### config.mk
export PLATFORM = sky130hd
export DESIGN_NAME = fe_bus_ctrl
export DESIGN_NICKNAME = d
export VERILOG_FILES = /design/src/rtl/fe_ctrl_pkg.sv /design/src/rtl/fe_phase_seq.sv /design/src/rtl/fe_pc.sv /design/src/rtl/fe_nib_decode.sv /design/src/rtl/fe_bus_ctrl.sv
export SDC_FILE = /design/constraint.sdc
export NUM_CORES = 1
export LEC_CHECK = 0
export ABC_AREA = 0
export BUFFER_PORTS_ARGS = -buffer_cell sky130_fd_sc_hd__buf_2
export CORE_MARGIN = 1.5
export CORE_UTILIZATION = 41
export DETAILED_ROUTE_END_ITERATION = 12
export PLACE_DENSITY = 0.7
export RECOVER_POWER = 100
export SLEW_MARGIN = 20
export SYNTH_ARGS = -nofsm -noshare
export SYNTH_HDL_FRONTEND = slang
export SYNTH_HIERARCHICAL = 1
export SYNTH_SLANG_ARGS = --single-unit
### constraint.sdc
create_clock -name clk -period 1.7 [get_ports clk]
set_input_delay 0.085 -clock clk [delete_from_list [all_inputs] [get_ports clk]]
set_output_delay 0.085 -clock clk [all_outputs]
set_load 0.02 [all_outputs]
### src/rtl/fe_ctrl_pkg.sv
package fe_ctrl_pkg;

    localparam int ADDR_W = 16;
    localparam int BYTE_W = 8;
    localparam int NIB_W  = 4;
    localparam int LINES  = 1 << NIB_W;
    localparam int WORD_W = 2 * BYTE_W;

    typedef enum logic {
        PH_FETCH = 1'b0,
        PH_EXEC  = 1'b1
    } phase_e;

    typedef struct packed {
        logic [NIB_W-1:0] src;
        logic [NIB_W-1:0] dst;
    } instr_t;

    localparam logic [NIB_W-1:0] DST_JLO  = 4'hD;
    localparam logic [NIB_W-1:0] DST_JHI  = 4'hE;
    localparam logic [NIB_W-1:0] DST_JUMP = 4'hF;

    function automatic logic [ADDR_W-1:0] join_target(
        input logic [BYTE_W-1:0] hi,
        input logic [BYTE_W-1:0] lo
    );
        return {hi, lo};
    endfunction

endpackage

### src/rtl/fe_phase_seq.sv
module fe_phase_seq
    import fe_ctrl_pkg::*;
(
    input  logic   clk,
    input  logic   rst,
    output phase_e phase
);

    always_ff @(posedge clk) begin
        if (rst)
            phase <= PH_FETCH;
        else
            phase <= (phase == PH_FETCH) ? PH_EXEC : PH_FETCH;
    end

    p_fetch_to_exec_r1: assert property (@(posedge clk) disable iff (rst)
        phase == PH_FETCH |=> phase == PH_EXEC);
    p_exec_to_fetch_r1: assert property (@(posedge clk) disable iff (rst)
        phase == PH_EXEC |=> phase == PH_FETCH);

endmodule

### src/rtl/fe_pc.sv
module fe_pc #(
    parameter int W = 16
) (
    input  logic         clk,
    input  logic         rst,
    input  logic         inc,
    input  logic         load,
    input  logic [W-1:0] target,
    output logic [W-1:0] pc
);

    always_ff @(posedge clk) begin
        if (rst)
            pc <= '0;
        else if (load)
            pc <= target;
        else if (inc)
            pc <= pc + 1'b1;
    end

    p_reset_clears_r11: assert property (@(posedge clk)
        rst |=> pc == '0);
    p_increment_r4: assert property (@(posedge clk) disable iff (rst)
        (inc && !load) |=> pc == $past(pc) + 1'b1);
    p_preset_r9: assert property (@(posedge clk) disable iff (rst)
        load |=> pc == $past(target));

endmodule

### src/rtl/fe_nib_decode.sv
module fe_nib_decode #(
    parameter int SEL_W = 4,
    localparam int N_OUT = 1 << SEL_W
) (
    input  logic             clk,
    input  logic             rst,
    input  logic             en,
    input  logic [SEL_W-1:0] sel,
    output logic [N_OUT-1:0] lines
);

    for (genvar i = 0; i < N_OUT; i++) begin : g_line
        assign lines[i] = en && (sel == SEL_W'(i));
    end

    p_one_active_r5: assert property (@(posedge clk) disable iff (rst)
        en |-> $countones(lines) == 1);
    p_quiet_when_off_r7: assert property (@(posedge clk) disable iff (rst)
        !en |-> lines == '0);

endmodule

### src/rtl/fe_bus_ctrl.sv
module fe_bus_ctrl
    import fe_ctrl_pkg::*;
#(
    parameter int AW = ADDR_W,
    parameter int BW = BYTE_W,
    parameter int NW = NIB_W,
    localparam int MW = 2 * BW,
    localparam int NL = 1 << NW
) (
    input  logic          clk,
    input  logic          rst,
    input  logic          jump_cond,
    input  logic [MW-1:0] mem_rdata,
    input  logic [BW-1:0] bus_in,
    output logic [AW-1:0] mem_addr,
    output logic          fetch_phase,
    output logic [BW-1:0] imm_out,
    output logic [NL-1:0] src_en,
    output logic [NL-1:0] dst_ld
);

    phase_e        phase;
    instr_t        ir;
    logic [BW-1:0] dr;
    logic [BW-1:0] jmp_hi;
    logic [BW-1:0] jmp_lo;
    logic [AW-1:0] pc;
    logic          in_exec;
    logic          take_jump;

    fe_phase_seq u_phase (
        .clk   (clk),
        .rst   (rst),
        .phase (phase)
    );

    assign in_exec     = (phase == PH_EXEC);
    assign fetch_phase = (phase == PH_FETCH);

    // Fetch latch: upper byte is the instruction, lower byte the immediate.
    always_ff @(posedge clk) begin
        if (rst) begin
            ir <= '0;
            dr <= '0;
        end else if (fetch_phase) begin
            ir <= instr_t'(mem_rdata[MW-1:BW]);
            dr <= mem_rdata[BW-1:0];
        end
    end

    fe_nib_decode #(.SEL_W(NW)) u_src_dec (
        .clk   (clk),
        .rst   (rst),
        .en    (in_exec),
        .sel   (ir.src),
        .lines (src_en)
    );

    fe_nib_decode #(.SEL_W(NW)) u_dst_dec (
        .clk   (clk),
        .rst   (rst),
        .en    (in_exec),
        .sel   (ir.dst),
        .lines (dst_ld)
    );

    // Jump target bytes are ordinary bus destinations.
    always_ff @(posedge clk) begin
        if (rst) begin
            jmp_hi <= '0;
            jmp_lo <= '0;
        end else begin
            if (dst_ld[DST_JHI]) jmp_hi <= bus_in;
            if (dst_ld[DST_JLO]) jmp_lo <= bus_in;
        end
    end

    assign take_jump = dst_ld[DST_JUMP] && jump_cond;

    fe_pc #(.W(AW)) u_pc (
        .clk    (clk),
        .rst    (rst),
        .inc    (fetch_phase),
        .load   (take_jump),
        .target (join_target(jmp_hi, jmp_lo)),
        .pc     (pc)
    );

    assign mem_addr = pc;
    assign imm_out  = dr;

    p_untaken_holds_r10: assert property (@(posedge clk) disable iff (rst)
        (dst_ld[DST_JUMP] && !jump_cond) |=> pc == $past(pc));
    p_jhi_load_r8: assert property (@(posedge clk) disable iff (rst)
        dst_ld[DST_JHI] |=> jmp_hi == $past(bus_in));
    p_dst_tracks_ir_r6: assert property (@(posedge clk) disable iff (rst)
        in_exec |-> dst_ld[ir.dst] && src_en[ir.src]);

endmodule

## Word-level counts from Yosys, hierarchy flattened

Index checks and enable logic that the tools add are counted.

- Add/sub/neg operators: 1
- Equal/unequal tests: 31
- Multiplexer cells: 3
- Bitwise gates (word level): 1
- Reduce and logical (&&, ||, !) cells: 35

Operators by type and width:

| operator | count |
|---|---|
| 4-bit == test, second input constant | 16 |
| 1-bit logical AND | 33 |
| 4-bit by 3-bit == test with 1-bit output, second input constant | 8 |
| 16-bit two-way mux | 2 |
| 16-bit by 1-bit adder with 16-bit output, second input constant | 1 |
| 4-bit by 2-bit == test with 1-bit output, second input constant | 4 |
| 4-bit by 1-bit == test with 1-bit output, second input constant | 2 |
| 4-bit logical NOT | 2 |
| 2-bit != test, second input constant | 1 |
| 1-bit two-way mux | 1 |
| 1-bit NOT | 1 |

- Register bits after elaboration: 49
- Input bits: 27
- Output and inout port bits: 57
- Word-level logic and storage cells: 78

## Logic depth before layout (Yosys ltp)

Gate-level depths: netlist of the first run.

- Depth after elaboration: 4
- Gate-level depth with buffers: 9

## Modules after synthesis

Netlist of the first run, hierarchy kept.

Modules (own cells, without submodules):

| module | times used | cells an instance | area each (um^2) | seq. area each (um^2) |
|---|---|---|---|---|
| fe_bus_ctrl | 1 | 105 | 1152.4 | 640.6 |
| fe_pc | 1 | 112 | 984.7 | 320.3 |
| fe_nib_decode | 2 | 23 | 117.6 | 0.0 |
| fe_phase_seq | 1 | 2 | 23.8 | 20.0 |

## Worst setup path before layout of the first run

Ideal clock, no wire load.

- Path type: register to register
- Start: reg u_phase.phase
- End: reg u_pc.pc[10]
- Setup time: 58 ps
- Arrival time: 1909 ps
- Required time: 1642 ps
- Path slack: -267 ps
- Cell stages (with the launch flop): 7
- Path buffers: 2
- Clock period less this slack: 1967 ps
- Cells stage by stage: dfxtp_1 nand3_1 nor2_1 and2_1 clkbuf_1 clkbuf_1 o21a_1

- Word-level cells in the longest chain between the ends: 3
- Elaborated cells between the ends (all ways): 4
- Those cells by class: eq/ne: 1; mux: 1; reduce/logical: 2

Ends and longest elaborated chain:

| what | line | source |
|---|---|---|
| start: declaration | fe_phase_seq.sv:6 | `output phase_e phase` |
| start signal: assignment | fe_phase_seq.sv:13 | `phase <= (phase == PH_FETCH) ? PH_EXEC : PH_FETCH;` |
| 1-bit logical AND (*) | fe_nib_decode.sv:13 | `assign lines[i] = en && (sel == SEL_W'(i));` |
| named net dst_ld[15] | fe_bus_ctrl.sv:19 | `output logic [NL-1:0] dst_ld` |
| 1-bit logical AND (*) | fe_bus_ctrl.sv:78 | `assign take_jump = dst_ld[DST_JUMP] && jump_cond;` |
| named net take_jump | fe_bus_ctrl.sv:29 | `logic take_jump;` |
| 2-bit != test (no line) / 16-bit two-way mux (equally long branches) | -- |  |
| end signal: assignment | fe_pc.sv:16 | `pc <= target;` |
| end signal: assignment | fe_pc.sv:18 | `pc <= pc + 1'b1;` |
| end: declaration | fe_pc.sv:9 | `output logic [W-1:0] pc` |

Mark *: on every way through the listed nets, which the timed path passes. The rest lies on a longest branch.
A chain may end at the register's enable or synchronous reset.

## Final worst setup path of the first run

- Start: reg u_phase.phase
- End: out src_en[2]

- Word-level cells in the longest chain between the ends: 1

Ends and longest elaborated chain:

| what | line | source |
|---|---|---|
| 1-bit logical AND | fe_nib_decode.sv:13 |  |
| end: declaration | fe_bus_ctrl.sv:18 | `output logic [NL-1:0] src_en,` |

No other way between the ends.

==> qor.csv, run 1 <==
stage,metric,value,unit
outcome,outcome,completed,
floorplan,ios,84,
placed_design,placed_area,2910,um^2
yosys,yosys.area.top_type,dfxtp_1,
yosys,synth_cell_types,29,
cts,cts_setup_buffers,0,
placed_design,finalWeightedCongestion,0.764,
route,drt-total-wl,5360,um
floorplan,num_rows,27,
worst_setup_path,worstPathRequired,1.62,ns
worst_setup_path,reg2regPathDepth,5,
yosys,ys_top_cells_by_area,"dfxtp_1 41%, mux2i_1 15%, nor2_1 10%, xor2_1 3.3%, o21a_1 3.1%",
floorplan,core_area,5570,um^2
worst_setup_path,path_max_fanout,13,
cts,cts_made_buffers,5,
final_layout,drive_gt1_frac,0.191,
worst_setup_path,endpoint_kind,primary output,
min_path,hold_path.class,primary input to register,
floorplan,die_x,79.4,um
yosys,postSynthAreaPerCell,9.04,um^2
yosys,synth-async-reset-ratio,0,
global_route,grt_pass1_vias,1934,
yosys,synth_area,2400,um^2
yosys,synth_nets,293,
yosys,ys_ff_latch,49,
global_route,antenna_found_initial,0,
power,vdd_drop_max,411,uV
timing,final.setup.tns,0,ns
cts,cts_tree,yes,
final_layout,finalNetCount,378,
placed_design,portBuffers,83,
global_route,grt_overflow_total,0,
final_layout,n_antenna_cell,0,
placed_design,dp_hpwl,3990,um
route,ant_nets,0,
floorplan,die_y,79.4,um
yosys,synth.most_common_cell,nor2_1,
timing,relSlewSlack,0.642,
yosys,synth-seq-area-share,0.409,
cts,worstSkewPairLatency,0.30,ns
cts,clockRootBuffer,clkbuf_8,
timing,finalHoldViolCount,0,
timing,layout_min_cycle_time,1.65,ns
yosys,synth-main-ff-cell,dfxtp_1,
global_route,grt_max_degree,31,
yosys,yosysWarnings,6,
worst_setup_path,cp-start-kind,register,
route,drtPass1Iterations,4,
final_layout,final_cell_area,2980,um^2
route,wl_per_cell,12.7,um
worst_setup_path,worstSetupPathType,register to primary output,
worst_setup_path,critPathMaxStageDelay,0.42,ns
route,routed_via_density,4.85,
power,p_per_area,829,nW/um^2
yosys,synthCells,265,
route,vias,2053,
power,p_leak,1.20,nW
worst_setup_path,worstPathCellList,buf_8 > or3b_4 > nor2_1 > buf_2,
cts,h-tree-depth,2,
cts,cts_hold_buf,0,
global_route,grt_first_pass_wirelength,8830,um
timing,fmax,607,MHz
worst_setup_path,crit_arrival,1.56,ns
min_path,holdPathStages,3,
timing,finalMaxSlewViolations,0,
timing,fin_crit_sh,0.970,
flow_run,maxCapViolCount,0,
route,drc_errors,0,
floorplan,dieArea,6310,um^2
timing,fin_skew,0.00915,ns
cts,clk_pin_slew,0.09,ns
global_route,grt_usage,0.176,
yosys,synth_edf_count,0,
cts,cts.sinks,49,
timing,grt_setup_unrepaired,true,
worst_setup_path,worst_path_max_delay_cell,or3b_4,
yosys,synth_commonest_cells,"64 x nor2_1, 49 x dfxtp_1, 36 x mux2i_1",
cts,clk_path_buf_depth,2,
yosys,yosysTopAreaCellShare,0.409,
final_layout,area_growth,24.5,%
timing,worst_slew_pin_slew,0.536,ns
floorplan,start_util,0.430,
route,first_iter_violations,145,
timing,finalSetupViolations,0,
[per-layer routing]
metal  wire (um)  vias up  track usage  part of all wire
li1            -     1061            -                 -
met1        2660      937        0.233              0.50
met2        2400       51        0.287              0.45
met3         245        4       0.0423             0.046
met4          46        0       0.0474            0.0086
met5           0        -            0                 0
[power breakdown]
part	internal [mW]	switching (mW)	total (mW)	leakage, nW
Sequential	1.18	0.0431	1.23	0.400
Combinational	0.117	0.164	0.281	0.731
Clock	0.584	0.381	0.965	0.0681
[path summary, 6_finish.rpt]
check / start / to / slack (ns)
worst max-delay path: u_phase/phase / src_en[2] / 0.05
worst min-delay path: mem_rdata[10] / ir[2] / 0.02
worst max register to register: u_pc/pc[0] / u_pc/pc[10] / 0.13
worst min register to register: jmp_lo[5] / u_pc/pc[5] / 0.47
[flip-flops by register name (all words and copies together) (netlist names)]
name and flops:
u_phase/phase 1, jmp_lo 8, imm_out 8, jmp_hi 8, ir 8, u_pc/pc 16
[what timing repair did]
action / in CTS / in global routing
gates resized for setup: 2 / 9
pin swaps: 0 / 0
gates cloned: 0 / 0
setup endpoints to repair: 5 / 7
[layout make-up]
type	instances	area [um^2]
inverter	14	56.3
fill	589	2590
clock buffer	5	68.8
tap	72	90.1
clock inverter	3	65.1
timing repair buffer	92	462
sequential	49	985
multi-input combinational	188	1260
[cell families (layout without fill, tap and decap cells)]
family	Yosys count	after routing	share of synthesized area
adder cells (fa/ha/maj)	1	1	0.00522
buffers and inverters	28	114	0.0647
multiplexers	36	36	0.150
XOR/XNOR	14	14	0.0512
AND/OR/NAND/NOR	112	112	0.255
flip-flops	49	49	0.409
AO/OA/AOI/OAI	25	25	0.0637
[critical path, delay by kind of cell, from the launching register on]
kind                   cells  cell delay, ns
and+or+nand+nor            2            0.54
DFF                        1            0.40
buffers and inverters      2            0.33
[through the flow]
step / hold WS (ns) / worst slack, ns / std cells / util / power (mW)
detailed placement: 0.321 / 0.151 / 415 / 0.521 / 1.53
finish: 0.0187 / 0.0518 / 423 / 0.535 / 2.47
global route: 0.0158 / -0.00971 / 423 / 0.535 / 2.57
floorplan: 0.142 / -0.0786 / 265 / - / 1.44
CTS: 0.00782 / 0.0200 / 423 / 0.547 / 2.49
global placement: 0.314 / 0.173 / 415 / 0.521 / 1.53
[cell usage in the layout, fill, tap and decap left out, types with 3 or more instances in the layout]
cell      count
clkbuf_8      5
clkbuf_2      3
nor4_2        3
dfxtp_1      48
a21oi_1      13
o21a_1       10
nand2b_1      4
xnor2_1       5
buf_4        10
nand3b_1      4
mux2i_1      36
nor2_1       63
clkbuf_1     47
nand3_1       5
nand2_1       7
nor3_1       10
xor2_1        9
nand4_1       4
inv_1        13
buf_2        29
(Power assumes the default switching activity.)
==> run 2, diff against run 1 <==
==> constraint.sdc (replaced) <==
create_clock -name clk -period 1.4 [get_ports clk]
set_input_delay 0.07 -clock clk [delete_from_list [all_inputs] [get_ports clk]]
set_output_delay 0.07 -clock clk [all_outputs]
set_load 0.02 [all_outputs]
==> run 2 against run 1 <==
The run now ends with negative setup slack left. Core utilization increased by 13 points. Sequential share of layout area decreased by 6.1 points. Non-clock buffer count increased by 45. Worst hold slack got worse by 0.010 ns. Clock power decreased by 12%.
==> qor.csv, run 2 (same netlist as run 1, synthesis figures left out) <==
stage,metric,value,unit
route,drt-total-wl,6860,um
min_path,hold_path.class,primary input to register,
final_layout,final_cell_mix,"55 x nor2_1, 55 x buf_4, 43 x dfxtp_1",
route,drtPass1Iterations,4,
cts,h-tree-depth,2,
outcome,violations,negative setup slack,
floorplan,die_x,79.4,um
global_route,grt_overflow_total,0,
outcome,outcome,"complete, but fails checks",
cts,cts.sinks,49,
final_layout,post-route-util,0.663,
timing,layout_min_cycle_time,1.58,ns
floorplan,num_rows,27,
worst_setup_path,worst-path-buf-inv,3,
global_route,grt_first_pass_wirelength,10100,um
route,drc_errors,0,
timing,fin_crit_sh,1.13,
worst_setup_path,cpMostUsedCell,buf_4,
worst_setup_path,endpoint_kind,primary output,
final_layout,finalNetCount,423,
floorplan,die_y,79.4,um
cts,cts_made_buffers,5,
worst_setup_path,critPathMaxStageDelay,0.38,ns
final_layout,fin_cells,468,
timing,relSlewSlack,0.738,
floorplan,core_area,5570,um^2
worst_setup_path,worstSetupPathType,register to primary output,
placed_design,portBuffers,83,
flow_run,maxCapViolCount,0,
timing,fin_ws,-0.183,ns
power,vdd_drop_max,582,uV
route,first_iter_violations,131,
cts,worstSkewPairLatency,0.31,ns
global_route,grt_usage,0.205,
timing,finalMaxSlewViolations,0,
global_route,antenna_found_initial,0,
cts,clockRootBuffer,clkbuf_8,
worst_setup_path,crit_family,buffers and inverters,
cts,clk_pin_slew,0.09,ns
route,wl_per_cell,14.7,um
route,vias,2339,
final_layout,n_antenna_cell,0,
worst_setup_path,worstPathCellList,buf_12 > buf_4 > nand3b_1 > nor2_1 > buf_4,
timing,finalSetupViolations,37,
cts,clk_path_buf_depth,2,
final_layout,largest_reg_flops,16,
floorplan,dieArea,6310,um^2
timing,finalHoldViolCount,0,
power,p_total,2.83,mW
timing,worst_slew_pin_slew,0.393,ns
worst_setup_path,path_max_fanout,5,
global_route,grt_max_degree,50,
power,p_leak,1.65,nW
placed_design,place_inst,437,
timing,fmax,632,MHz
final_layout,largest-register,u_pc/pc,
power,p_per_area,767,nW/um^2
cts,cts_tree,yes,
worst_setup_path,cp-start-kind,register,
placed_design,place_ws,-0.0428,ns
timing,grt_setup_unrepaired,true,
final_layout,drive_gt1_frac,0.399,
route,routed_via_density,5.00,
floorplan,start_util,0.430,
global_route,grt_pass1_vias,2167,
placed_design,dp_hpwl,4180,um
worst_setup_path,worst_path_max_delay_cell,dfxtp_4,
final_layout,area_growth,54.2,%
floorplan,ios,84,
worst_setup_path,worstPathRequired,1.33,ns
placed_design,finalWeightedCongestion,0.785,
route,ant_nets,0,
timing,fin_skew,0.0133,ns
worst_setup_path,crit_arrival,1.51,ns
## run 2: layout make-up
| type | count | area (um^2) |
|---|---|---|
| multi-input combinational | 188 | 1470 |
| tap | 72 | 90.1 |
| clock buffer | 6 | 72.6 |
| clock inverter | 2 | 15.0 |
| fill | 453 | 1880 |
| inverter | 14 | 56.3 |
| sequential | 49 | 996 |
| timing repair buffer | 137 | 997 |
## run 2: through the flow
stage               cell area [um^2]  TNS [ns]  hold WS, ns
floorplan                       2510     -3.81        0.127
global placement                3190         0        0.300
detailed placement              3190   -0.0769        0.313
CTS                             3570     -2.23      0.00262
global route                    3690     -6.07       0.0162
finish                          3690     -3.17      0.00841
## run 2: repair_timing
action / in CTS / in global routing
setup buffers: 10 / 3
hold endpoints to repair: 9 / 0
hold buffers: 9 / 0
setup endpoints to repair: 35 / 53
pin swaps: 16 / 9
gates resized for setup: 35 / 46
cloned: 1 / 1
## run 2: final timing paths
check / from / end / slack [ns] / cells past startpoint
max reg2reg: u_phase/phase / u_pc/pc[5] / -0.10 / 6
min: mem_rdata[3] / imm_out[3] / 0.008 / 3
max: u_phase/phase / src_en[11] / -0.18 / 5
min reg2reg: jmp_lo[5] / u_pc/pc[5] / 0.49 / 2
## run 2: routing by layer
layer / vias up / track usage / share of wire
met3: 13 / 0.0423 / 0.041
met5: - / 0 / 0
met4: 0 / 0.0702 / 0.021
li1: 1151 / - / -
met2: 57 / 0.353 / 0.52
met1: 1118 / 0.252 / 0.42
## run 2: power breakdown
part | total, mW | internal (mW) | switching (mW)
combinational | 0.498 | 0.238 | 0.260
clock | 0.845 | 0.353 | 0.491
sequential | 1.49 | 1.44 | 0.0538
total | 2.83 | 2.03 | 0.805
## run 2: worst register-to-register path, cell delays in order, from the launching register on
cell and delay [ns]:
dfxtp_4 0.37, buf_4 0.14, clkinvlp_4 0.08, nand4_4 0.14, or3_1 0.42, a21o_1 0.18
a21oi_2 0.12
==> run 3, diff against run 2 <==
--- a/config.mk
+++ b/config.mk
@@ -10,6 +10,7 @@
 export CORE_MARGIN = 1.5
 export CORE_UTILIZATION = 41
 export DETAILED_ROUTE_END_ITERATION = 12
+export HOLD_SLACK_MARGIN = 0.15
 export PLACE_DENSITY = 0.7
 export RECOVER_POWER = 100
 export SLEW_MARGIN = 20
==> run 3 against run 2 <==
The run still ends with negative setup slack left. Total power grew 2.0%. Via count is 3.9% higher. Worst hold slack better by 0.18 ns. Critical path type unchanged. Largest cell class unchanged. Highest routed layer unchanged.
==> qor.csv, run 3 (same netlist as run 1, synthesis figures left out) <==
stage,metric,value,unit
timing,finalHoldViolCount,0,
route,drc_errors,0,
cts,cts_tree,yes,
outcome,violations,negative setup slack,
worst_setup_path,cp-startpoint,u_phase/phase,
floorplan,core_area,5570,um^2
min_path,hold_path.class,primary input to register,
timing,fin_crit_sh,1.11,
worst_setup_path,worstSetupPathType,register to primary output,
timing,finalMaxSlewViolations,0,
worst_setup_path,path_max_fanout,5,
worst_setup_path,worstReg2RegStart,u_phase/phase,
placed_design,dp_hpwl,4180,um
worst_setup_path,cp-start-kind,register,
floorplan,ios,84,
placed_design,place_inst,437,
timing,grt_setup_unrepaired,true,
final_layout,fin_cells,483,
timing,fin_hold_ws,0.185,ns
final_layout,final_cell_mix,"57 x buf_4, 54 x nor2_1, 41 x dfxtp_1, 41 x buf_2, 35 x mux2i_1",
power,p_total,2.89,mW
route,ant_nets,0,
global_route,grt_overflow_total,0,
cts,clockRootBuffer,clkbuf_8,
worst_setup_path,critPathMaxStageDelay,0.40,ns
global_route,grt_first_pass_wirelength,11000,um
worst_setup_path,worstPathRequired,1.33,ns
cts,cts_made_buffers,5,
final_layout,area_growth,63.2,%
floorplan,die_y,79.4,um
power,p_leak,1.79,nW
route,wl_per_cell,15.5,um
final_layout,largest-register,u_pc/pc,
final_layout,multiInputGateArea,1470,um^2
final_layout,layout_commonest_cell,buf_4,
timing,finalSetupViolations,37,
cts,clk_path_buf_depth,2,
final_layout,finalNetCount,438,
min_path,min-delay-start,rst,
final_layout,register_area,1000,um^2
final_layout,largest_reg_flops,16,
power,vdd_drop_max,695,uV
route,drt-total-wl,7510,um
route,vias,2431,
floorplan,start_util,0.430,
global_route,grt_usage,0.223,
outcome,outcome,"complete, but fails checks",
timing,fin_ws,-0.157,ns
route,first_iter_violations,113,
worst_setup_path,worstPathCellList,buf_12 > or3b_4 > nor2_1 > buf_4,
global_route,antenna_found_initial,0,
cts,worstSkewPairLatency,0.31,ns
final_layout,n_fill_cell,418,
flow_run,maxCapViolCount,0,
power,p_per_area,739,nW/um^2
floorplan,num_rows,27,
worst_setup_path,endpoint_kind,primary output,
route,routed_via_density,5.03,
floorplan,dieArea,6310,um^2
cts,clk_pin_slew,0.09,ns
global_route,grt_max_degree,50,
global_route,grt_pass1_vias,2360,
floorplan,die_x,79.4,um
timing,worst_slew_pin_slew,0.350,ns
worst_setup_path,worst_path_max_delay_cell,or3b_4,
timing,relSlewSlack,0.766,
cts,h-tree-depth,2,
placed_design,portBuffers,83,
timing,fin_skew,0.0134,ns
cts,cts.sinks,49,
timing,fmax,642,MHz
final_layout,n_antenna_cell,0,
timing,layout_min_cycle_time,1.56,ns
route,drtPass1Iterations,4,
worst_setup_path,crit_arrival,1.49,ns
final_layout,drive_gt1_frac,0.423,
placed_design,finalWeightedCongestion,0.785,
run 3: critical path, delay by kind of cell (launching register included):
family / cells / cell delay [ns]
flip-flops: 1 / 0.38
AND/OR/NAND/NOR: 2 / 0.54
buffers and inverters: 2 / 0.26
run 3: report_power, final:
part	internal [mW]	switching [mW]
sequential	1.44	0.0526
clock	0.353	0.493
combinational	0.280	0.272
run 3: final cells by class:
cell class                 count  area share
clock buffer                   6      0.0186
clock inverter                 2     0.00384
inverter                      14      0.0144
multi-input combinational    188       0.375
sequential                    49       0.256
tap                           72      0.0230
timing repair buffer         152       0.310
run 3: final timing paths:
path,cells after the start,to,slack [ns]
max,4,dst_ld[2],-0.16
min,3,u_phase/phase,0.18
max reg2reg,6,u_pc/pc[5],-0.12
min reg2reg,2,jmp_lo[7],0.50
run 3: through the flow:
step                      worst slack [ns]  area [um^2]   util  setup TNS [ns]
after floorplan                     -0.297         2510      -           -3.81
after global placement              0.0213         3190  0.573               0
after detailed placement           -0.0428         3190  0.573         -0.0769
after CTS                           -0.142         3720  0.667           -2.23
after global routing                -0.230         3910  0.702           -6.17
final                               -0.157         3910  0.702           -3.38
run 3: layer usage:
layer  share of wire  global-route usage  wire length, um
met5               0                   0                0
met4           0.021              0.0860              161
met3           0.041              0.0457              311
met2            0.54               0.399             4070
met1            0.40               0.259             2970
run 3: what timing repair did:
item                       CTS  global route
pin swaps                   16            11
hold endpoints to repair    32             0
setup endpoints to repair   35            52
hold buffers                24             0
gates cloned                 1             1
resized for setup           35            49
buffers inserted            10             3
